<file path="src/rtl/tick_timer_pkg.sv">
package tick_timer_pkg;

    localparam int unsigned TT_CNT_W  = 24;
    localparam int unsigned TT_DATA_W = 32;

    typedef enum logic [1:0] {
        ADDR_CTRL    = 2'd0,
        ADDR_RELOAD  = 2'd1,
        ADDR_CURRENT = 2'd2,
        ADDR_CALIB   = 2'd3
    } tt_addr_e;

    // control/status bit positions
    localparam int unsigned CTL_ENABLE = 0;
    localparam int unsigned CTL_IRQEN  = 1;
    localparam int unsigned CTL_SRC    = 2;
    localparam int unsigned CTL_FLAG   = 16;

endpackage

</file>
<file path="src/rtl/tick_timer_count.sv">
module tick_timer_count #(
    parameter int unsigned CNT_W = 24
) (
    input  logic             clk,
    input  logic             rst_n,
    input  logic             tick_i,
    input  logic             ld_reload_i,
    input  logic             clr_count_i,
    input  logic [CNT_W-1:0] wdata_i,
    output logic [CNT_W-1:0] count_o,
    output logic [CNT_W-1:0] reload_o,
    output logic             wrap_o
);

    localparam logic [CNT_W-1:0] ONE = CNT_W'(1);

    typedef struct packed {
        logic [CNT_W-1:0] count;
        logic [CNT_W-1:0] reload;
    } cnt_state_t;

    cnt_state_t state_d, state_q;

    always_comb begin
        state_d = state_q;
        wrap_o  = 1'b0;
        if (ld_reload_i) begin
            state_d.reload = wdata_i;
        end
        if (clr_count_i) begin
            state_d.count = '0;
        end else if (tick_i) begin
            if (state_q.count == '0) begin
                state_d.count = state_q.reload;
            end else begin
                state_d.count = state_q.count - ONE;
                wrap_o        = (state_q.count == ONE);
            end
        end
    end

    always_ff @(posedge clk or negedge rst_n) begin
        if (!rst_n) begin
            state_q <= '0;
        end else begin
            state_q <= state_d;
        end
    end

    assign count_o  = state_q.count;
    assign reload_o = state_q.reload;

    AST_DECREMENT: assert property (@(posedge clk) disable iff (!rst_n)
        (tick_i && !clr_count_i && count_o != '0) |=> (count_o == $past(count_o) - ONE));

    AST_RELOAD_AT_ZERO: assert property (@(posedge clk) disable iff (!rst_n)
        (tick_i && !clr_count_i && count_o == '0) |=> (count_o == $past(reload_o)));

    AST_CLEAR_ON_WRITE: assert property (@(posedge clk) disable iff (!rst_n)
        clr_count_i |=> (count_o == '0));

endmodule

</file>
<file path="src/rtl/tick_timer_csr.sv">
module tick_timer_csr (
    input  logic       clk,
    input  logic       rst_n,
    input  logic       wr_ctrl_i,
    input  logic       rd_ctrl_i,
    input  logic       clr_flag_i,
    input  logic [2:0] ctrl_bits_i,
    input  logic       wrap_i,
    output logic       enable_o,
    output logic       irq_en_o,
    output logic       src_core_o,
    output logic       flag_o,
    output logic       irq_o
);

    typedef struct packed {
        logic enable;
        logic irq_en;
        logic src_core;
        logic flag;
        logic irq;
    } csr_state_t;

    csr_state_t state_d, state_q;

    always_comb begin
        state_d     = state_q;
        state_d.irq = wrap_i && state_q.irq_en;
        if (wr_ctrl_i) begin
            state_d.enable   = ctrl_bits_i[0];
            state_d.irq_en   = ctrl_bits_i[1];
            state_d.src_core = ctrl_bits_i[2];
        end
        // a wrap in the same cycle wins over a clearing read
        if (wrap_i) begin
            state_d.flag = 1'b1;
        end else if (rd_ctrl_i || clr_flag_i) begin
            state_d.flag = 1'b0;
        end
    end

    always_ff @(posedge clk or negedge rst_n) begin
        if (!rst_n) begin
            state_q <= '0;
        end else begin
            state_q <= state_d;
        end
    end

    assign enable_o   = state_q.enable;
    assign irq_en_o   = state_q.irq_en;
    assign src_core_o = state_q.src_core;
    assign flag_o     = state_q.flag;
    assign irq_o      = state_q.irq;

    AST_FLAG_SET: assert property (@(posedge clk) disable iff (!rst_n)
        wrap_i |=> flag_o);

    AST_FLAG_READ_CLEAR: assert property (@(posedge clk) disable iff (!rst_n)
        (rd_ctrl_i && !wrap_i) |=> !flag_o);

    AST_IRQ_PULSE: assert property (@(posedge clk) disable iff (!rst_n)
        irq_o |=> !irq_o);

    AST_IRQ_WITH_FLAG: assert property (@(posedge clk) disable iff (!rst_n)
        irq_o |-> flag_o);

    AST_IRQ_GATED: assert property (@(posedge clk) disable iff (!rst_n)
        (wrap_i && !irq_en_o) |=> !irq_o);

endmodule

</file>
<file path="src/rtl/tick_timer.sv">
module tick_timer
    import tick_timer_pkg::*;
#(
    parameter int unsigned CNT_W    = TT_CNT_W,
    parameter int unsigned DATA_W   = TT_DATA_W,
    parameter logic [31:0] CAL_WORD = 32'h0000_2710
) (
    input  logic              clk,
    input  logic              rst_n,
    input  logic              bus_valid,
    input  logic              bus_write,
    input  logic [1:0]        bus_addr,
    input  logic [DATA_W-1:0] bus_wdata,
    output logic [DATA_W-1:0] bus_rdata,
    input  logic              ref_tick,
    output logic              irq
);

    tt_addr_e         addr;
    logic             wr_ctrl, rd_ctrl, wr_reload, wr_current;
    logic             enable, irq_en, src_core, flag, wrap, tick;
    logic [CNT_W-1:0] count, reload;
    logic             unused_wdata_bits;

    assign addr       = tt_addr_e'(bus_addr);
    assign wr_ctrl    = bus_valid &&  bus_write && (addr == ADDR_CTRL);
    assign rd_ctrl    = bus_valid && !bus_write && (addr == ADDR_CTRL);
    assign wr_reload  = bus_valid &&  bus_write && (addr == ADDR_RELOAD);
    assign wr_current = bus_valid &&  bus_write && (addr == ADDR_CURRENT);

    assign tick = enable && (src_core || ref_tick);

    assign unused_wdata_bits = ^bus_wdata[DATA_W-1:CNT_W];

    tick_timer_count #(.CNT_W(CNT_W)) u_count (
        .clk         (clk),
        .rst_n       (rst_n),
        .tick_i      (tick),
        .ld_reload_i (wr_reload),
        .clr_count_i (wr_current),
        .wdata_i     (bus_wdata[CNT_W-1:0]),
        .count_o     (count),
        .reload_o    (reload),
        .wrap_o      (wrap)
    );

    tick_timer_csr u_csr (
        .clk         (clk),
        .rst_n       (rst_n),
        .wr_ctrl_i   (wr_ctrl),
        .rd_ctrl_i   (rd_ctrl),
        .clr_flag_i  (wr_current),
        .ctrl_bits_i (bus_wdata[2:0]),
        .wrap_i      (wrap),
        .enable_o    (enable),
        .irq_en_o    (irq_en),
        .src_core_o  (src_core),
        .flag_o      (flag),
        .irq_o       (irq)
    );

    always_comb begin
        bus_rdata = '0;
        case (addr)
            ADDR_CTRL: begin
                bus_rdata[CTL_ENABLE] = enable;
                bus_rdata[CTL_IRQEN]  = irq_en;
                bus_rdata[CTL_SRC]    = src_core;
                bus_rdata[CTL_FLAG]   = flag;
            end
            ADDR_RELOAD:  bus_rdata[CNT_W-1:0] = reload;
            ADDR_CURRENT: bus_rdata[CNT_W-1:0] = count;
            default:      bus_rdata = DATA_W'(CAL_WORD);
        endcase
    end

    AST_HOLD_WHEN_OFF: assert property (@(posedge clk) disable iff (!rst_n)
        (!enable && !wr_current) |=> $stable(count));

    AST_REF_GATE: assert property (@(posedge clk) disable iff (!rst_n)
        (enable && !src_core && !ref_tick && !wr_current) |=> $stable(count));

endmodule

</file>
<file path="config.mk">
export PLATFORM = sky130hd
export DESIGN_NAME = tick_timer
export DESIGN_NICKNAME = d
export VERILOG_FILES = /design/src/rtl/tick_timer_pkg.sv /design/src/rtl/tick_timer_count.sv /design/src/rtl/tick_timer_csr.sv /design/src/rtl/tick_timer.sv
export SDC_FILE = /design/constraint.sdc
export NUM_CORES = 1
export LEC_CHECK = 0
export BUFFER_PORTS_ARGS = -buffer_cell sky130_fd_sc_hd__buf_2
export CELL_PAD_IN_SITES_DETAIL_PLACEMENT = 1
export CELL_PAD_IN_SITES_GLOBAL_PLACEMENT = 2
export CORE_ASPECT_RATIO = 1.25
export CORE_MARGIN = 2
export CORE_UTILIZATION = 33
export DETAILED_ROUTE_END_ITERATION = 10
export GPL_ROUTABILITY_DRIVEN = 0
export HOLD_SLACK_MARGIN = 0.06
export PLACE_DENSITY_LB_ADDON = 0.15
export SYNTH_ARGS = -nofsm -noshare
export SYNTH_HDL_FRONTEND = slang
export SYNTH_SLANG_ARGS = --single-unit
</file>
<file path="constraint.sdc">
create_clock -name clk -period 2.7 [get_ports clk]
set_input_delay 0.27 -clock clk [delete_from_list [all_inputs] [get_ports clk]]
set_output_delay 0.27 -clock clk [all_outputs]
set_load 0.01 [all_outputs]
</file>
# Word-level counts from Yosys, hierarchy flattened
# Index checks and enable logic that the tools add are counted.
# W data, S select, Z words.
[classes] add_sub_neg=1 eq_ne=3 mux=12 n_reduce_logical=15
[ops] cell="$mux W24" count=3
[ops] cell="$pmux W13 S3" count=1
[ops] cell="$eq A24 B1 Y1 const B" count=1
[ops] cell="$logic_not A24 Y1" count=1
[ops] cell="$sub A24 B1 Y24 const B" count=1
[ops] cell="$pmux W7 S2" count=1
[ops] cell="$pmux W3 S3" count=1
[ops] cell="$logic_and A1 B1 Y1" count=8
[ops] cell="$mux W1" count=5
[ops] cell="$reduce_bool A2 Y1" count=2
[ops] cell="$pmux W1 S3" count=1
[ops] cell="$eq A2 B1 Y1 const B" count=1
[ops] cell="$eq A2 B2 Y1 const B" count=1
[ops] cell="$logic_not A2 Y1" count=1
[ops] cell="$logic_or A1 B1 Y1" count=2
[ops] cell="$logic_not A1 Y1" count=1
[totals] register_bits=53 input_bits=39 output_inout_bits=33 word_cells=38

# Longest topological paths before layout
[depth] word_depth=6 ltp_mapped=9 depth_no_buf=7

# By module
# Synthesis repeated with hierarchy kept, for this count alone.
[unflattened] hier_cells=338 hier_area_um2=3349.5
[modules_own_cells] module="tick_timer_count" instances=1 cells_per_inst=256 area_each_um2=2648.8 seq_area_each_um2=1201.2
[modules_own_cells] module="tick_timer" instances=1 cells_per_inst=71 area_each_um2=524.3 seq_area_each_um2=0.0
[modules_own_cells] module="tick_timer_csr" instances=1 cells_per_inst=11 area_each_um2=176.4 seq_area_each_um2=125.1

# Least setup slack after synthesis
# No wires, ideal clock.
[synth_timing] kind="reg2reg" from="reg u_count.state_q, in the netlist u_count.count_o[3]" to="reg u_count.state_q, in the netlist u_count.count_o[19]" t_arrival_ps=2148 slack_ps=430 path_stages_with_launch=7 n_path_buf=1 cell_sequence="dfrtp_1 > or4_4 > nor4_4 > and4_1 > buf_6 > mux2_1 > a32o_1"
[synth_between] elab_chain_cells=4
[synth_rtl] item="start, declared" line_no="tick_timer_count.sv:22" rtl="cnt_state_t state_d, state_q;"
[synth_rtl] item="start signal, assigned" line_no="tick_timer_count.sv:46" rtl="state_q <= state_d;"
[synth_rtl] item="$sub A24 B1 Y24 or $logic_not A24 Y1 (tied branches)" line_no="tick_timer_count.sv:36, tick_timer_count.sv:33"
[synth_rtl] item="$mux W24 *" line_no="tick_timer_count.sv:33" rtl="if (state_q.count == '0) begin"
[synth_rtl] item="$mux W24 *" line_no="tick_timer_count.sv:32" rtl="end else if (tick_i) begin"
[synth_rtl] item="$mux W24 *" line_no="tick_timer_count.sv:30" rtl="if (clr_count_i) begin"
# Mark *: on every way between the ends. The rest lies on a longest branch, timed or not. The select of a mux whose other input is x is not followed.
# A chain may end at the register's enable or synchronous reset.

# Worst setup path after layout
[layout_timing] from="reg u_count.state_q, in the netlist u_count.count_o[3]" to="reg u_count.state_q, in the netlist u_count.count_o[18]"
# Same word-level chain as after synthesis.

==> impl_metrics.ini <==
[status]
status = completed

[sta]
final_period_minus_worst_setup_slack_ps = 2290
setup-tns-final_ps = 0
worst_slack_ps = 410
report.final.slew_viol_count = 0
rsz0062_at_grt = no
clock-skew-final_ps = 6.28
finalHoldWorstSlack_ps = 198
worst_max_slew_pin_slew_ps = 825
setup_viol_count_final = 0
final.period_utilization_pct = 84.8
maxClockFrequency_ghz = 0.437
worst_slew_slack_as_a_fraction_of_its_limit_pct = 44.8
hold_viol_final = 0

[yosys]
ys_top_cells_by_count = sky130_fd_sc_hd__dfrtp_1 (53), sky130_fd_sc_hd__mux2_2 (28), sky130_fd_sc_hd__nor2_1 (25), sky130_fd_sc_hd__nand2_1 (23), sky130_fd_sc_hd__clkbuf_1 (18)
synthesis.area_per_instance_um2 = 9.62
synth_top_cells_by_area = sky130_fd_sc_hd__dfrtp_1 (40%), sky130_fd_sc_hd__mux2_2 (9.6%), sky130_fd_sc_hd__a22oi_1 (3.4%)
synth.yosys.warnings = 0
synth.most_common_cell = sky130_fd_sc_hd__dfrtp_1
most_used_dff_post_synth = sky130_fd_sc_hd__dfrtp_1
synthCells = 343
synth_async_sr_flop_share_pct = 100
synth_edf_count = 0
synth_top_area_share_pct = 40.2
post-synth-top-area-cell = sky130_fd_sc_hd__dfrtp_1
sequential_to_total_area_share_from_yosys_stat_pct = 40.2
synth.ff_latch_count = 53
synth_cell_type_count = 52
syn_area_um2 = 3300

[critical_path]
critical_path_depth = 6
crit_buf_inv = 1
crit_path_launch = u_count.count_o[3]$_DFFE_PN0P_
crit_path_cell_trace = or4_4 -> nor4_4 -> buf_4 -> and3_1 -> o21ai_1 -> a32o_1
critical-path-slowest-cell = sky130_fd_sc_hd__or4_4
timing.critical_path.max_delay_family = simple AND/OR/NAND/NOR gates
setup.worst_path.start_class = register
largest_stage_delay_on_the_critical_path_ps = 590
critical_path.endpoint_type = register
crit_arrival_ps = 2480
required_time_reported_for_the_critical_path_endpoint_ps = 2890
path_class = register to register
reg2reg_from = u_count.count_o[3]$_DFFE_PN0P_
r2r_cells = 6
worstPathMaxFanout = 7

[global_route]
globalRouteTotalUtil_pct = 20.6
grt_start_max_net_pins = 29
grt_overflow_total = 0
wire_length_of_the_first_global_routing_pass_mm = 17.3
grt_antenna_before_repair = 0
grt_pass1_vias = 3192

[floorplanning]
placementRows = 40
die_area_um2 = 10800
fp.coreArea_um2 = 9660
die-width_um = 93.4
die_h_um = 116
io-pin-count = 72
initial_core_util_pct = 34.1

[detailed_routing]
dr.first_iter.drc_count = 166
drt_pass1_iterations = 4
routed_wirelength_mm = 10.7
num_vias = 3022
route.detailed.vias_per_inst = 5.66
avgRoutedWirePerCell_um = 20.1
remaining_drc_errors = 0
count_of_antenna_violating_nets_left_after_detailed_routing = 0

[worst_hold_path]
worst_hold_path_type = input pin to register
min_delay_path_depth = 2
min-delay-start = bus_wdata[15]

[clock_tree]
buffers_from_clock_root_to_sink_at_most = 2
cts_resized = 0
latest_clock_arrival_within_the_worst_skew_pair_ps = 300
clock_sinks = 53
tritoncts_clock_tree = yes
cts_root_buf = sky130_fd_sc_hd__clkbuf_16
cts_htree_levels = 2
numCtsBuffers = 5
clkSlewWorstSetupHoldPaths_ps = 70

[power]
max-vdd-ir-drop_uv = 313
share_of_power_burned_in_the_clock_network_pct = 18.9
swShare_pct = 42.5
sequentialPowerShare_pct = 35.0
switchingPower_uw = 1640
p_int_uw = 2210
share_comb_of_total_power_pct = 46.1
p_leak_uw = 0.00182
fin_total_pwr_uw = 3850
cellPowerDensity_nw_per_um2 = 967

[cells_and_area]
design_area_um2 = 3980
layout.filler_cells = 1123
flow.area_growth_from_synthesis_pct = 20.7
design.final.nets = 454
n_antenna_cell = 0
ratio_of_cells_with_drive_above_1_in_the_final_layout_pct = 30.6

[placement]
place_worst_setup_slack_ps = 431
hpwl_mm = 7.97
placement.io_buffers = 55
placed_cell_areas_um2 = 3810

[job]
timing.max_cap.violations = 0
[power groups by stage]
| stage | logic [uW] | registers (uW) | clock network (uW) |
|---|---|---|---|
| detailed placement | 1760 | 1360 | 0 |
| finish | 1780 | 1350 | 727 |
| floorplan | 1200 | 1230 | 0 |
| CTS | 1770 | 1350 | 746 |
| global placement | 1720 | 1350 | 0 |
| global route | 1950 | 1390 | 771 |
[registers in the layout, summed over array words and instances, names as in the netlist]
signal and cells:
u_count.count_o 24, u_csr.flag_o 1, u_csr.irq_en_o 1, u_csr.src_core_o 1, u_csr.enable_o 1, u_csr.irq_o 1, u_count.reload_o 24
[worst register-to-register path: cells and delay by family (launching register included)]
family,cells,cell delay (ps)
AOI/OAI and AO/OA,2,390
and+or+nand+nor,3,1120
buffers and inverters,1,200
DFF,1,460
[through the flow]
| step | util, % | instances |
|---|---|---|
| global placement | 39.4 | 526 |
| CTS | 41.2 | 534 |
| finish | 41.2 | 534 |
| floorplan | - | 350 |
| global route | 41.2 | 534 |
| detailed placement | 39.4 | 526 |
[final cells by class]
class,count,area [um2],area share (%)
clock buffers,5,125,3.14
clock inverters,2,35.0,0.880
inverters,7,26.3,0.660
multi-input cells,258,1810,45.5
flip-flops and latches,53,1330,33.3
well taps,126,158,3.96
repair buffers,83,500,12.6
[cell families (layout without fill, tap and decap cells)]
group	Yosys count	count (layout)	share of synthesized area [%]
xor+xnor	1	1	0.266
mux	41	41	13.6
buf+inv	39	97	5.73
simple gates	110	110	17.9
other cells	1	8	0.114
flops	53	53	40.2
fa+ha+maj	7	7	2.66
compound gates	91	91	19.5
[final timing paths]
kind                                                     to  slack [ps]
min reg2reg                        u_csr.flag_o$_DFFE_PN0P_         480
min                        u_count.reload_o[15]$_DFFE_PN0P_         200
max                         u_count.count_o[18]$_DFFE_PN0P_         410
max reg2reg                 u_count.count_o[18]$_DFFE_PN0P_         410
min in group asynchronous   u_count.reload_o[4]$_DFFE_PN0P_         540
max in group asynchronous   u_count.count_o[15]$_DFFE_PN0P_        1570
[cells in the final DEF, fill, tap and decap left out, types with 8 or more instances in the layout]
cell type	synthesis	routed
sky130_fd_sc_hd__dfrtp_1	53	53
sky130_fd_sc_hd__mux2i_1	11	11
sky130_fd_sc_hd__a22oi_1	15	15
sky130_fd_sc_hd__o21ai_1	9	9
sky130_fd_sc_hd__nor2b_1	9	9
sky130_fd_sc_hd__nor3_1	15	15
sky130_fd_sc_hd__mux2_2	28	28
sky130_fd_sc_hd__buf_2	4	55
sky130_fd_sc_hd__conb_1	1	8
sky130_fd_sc_hd__nor2_1	25	25
sky130_fd_sc_hd__nand2_1	23	23
sky130_fd_sc_hd__o22ai_1	10	10
sky130_fd_sc_hd__a21oi_1	14	14
sky130_fd_sc_hd__buf_4	8	26
[metal layers]
layer / track usage [%] / vias up / part of all wire (%)
met5: 0 / - / 0
met4: 5.10 / 0 / 1.3
met3: 2.80 / 11 / 3.6
met2: 36.6 / 68 / 51
met1: 26.5 / 1530 / 44
li1: - / 1413 / -
[what timing repair did]
item / CTS / global route
buffers inserted: 0 / 0
endpoints found under the hold margin: 25 / 0
hold buffers: 1 / 0
No activity file was read; power rests on OpenSTA's default activity.
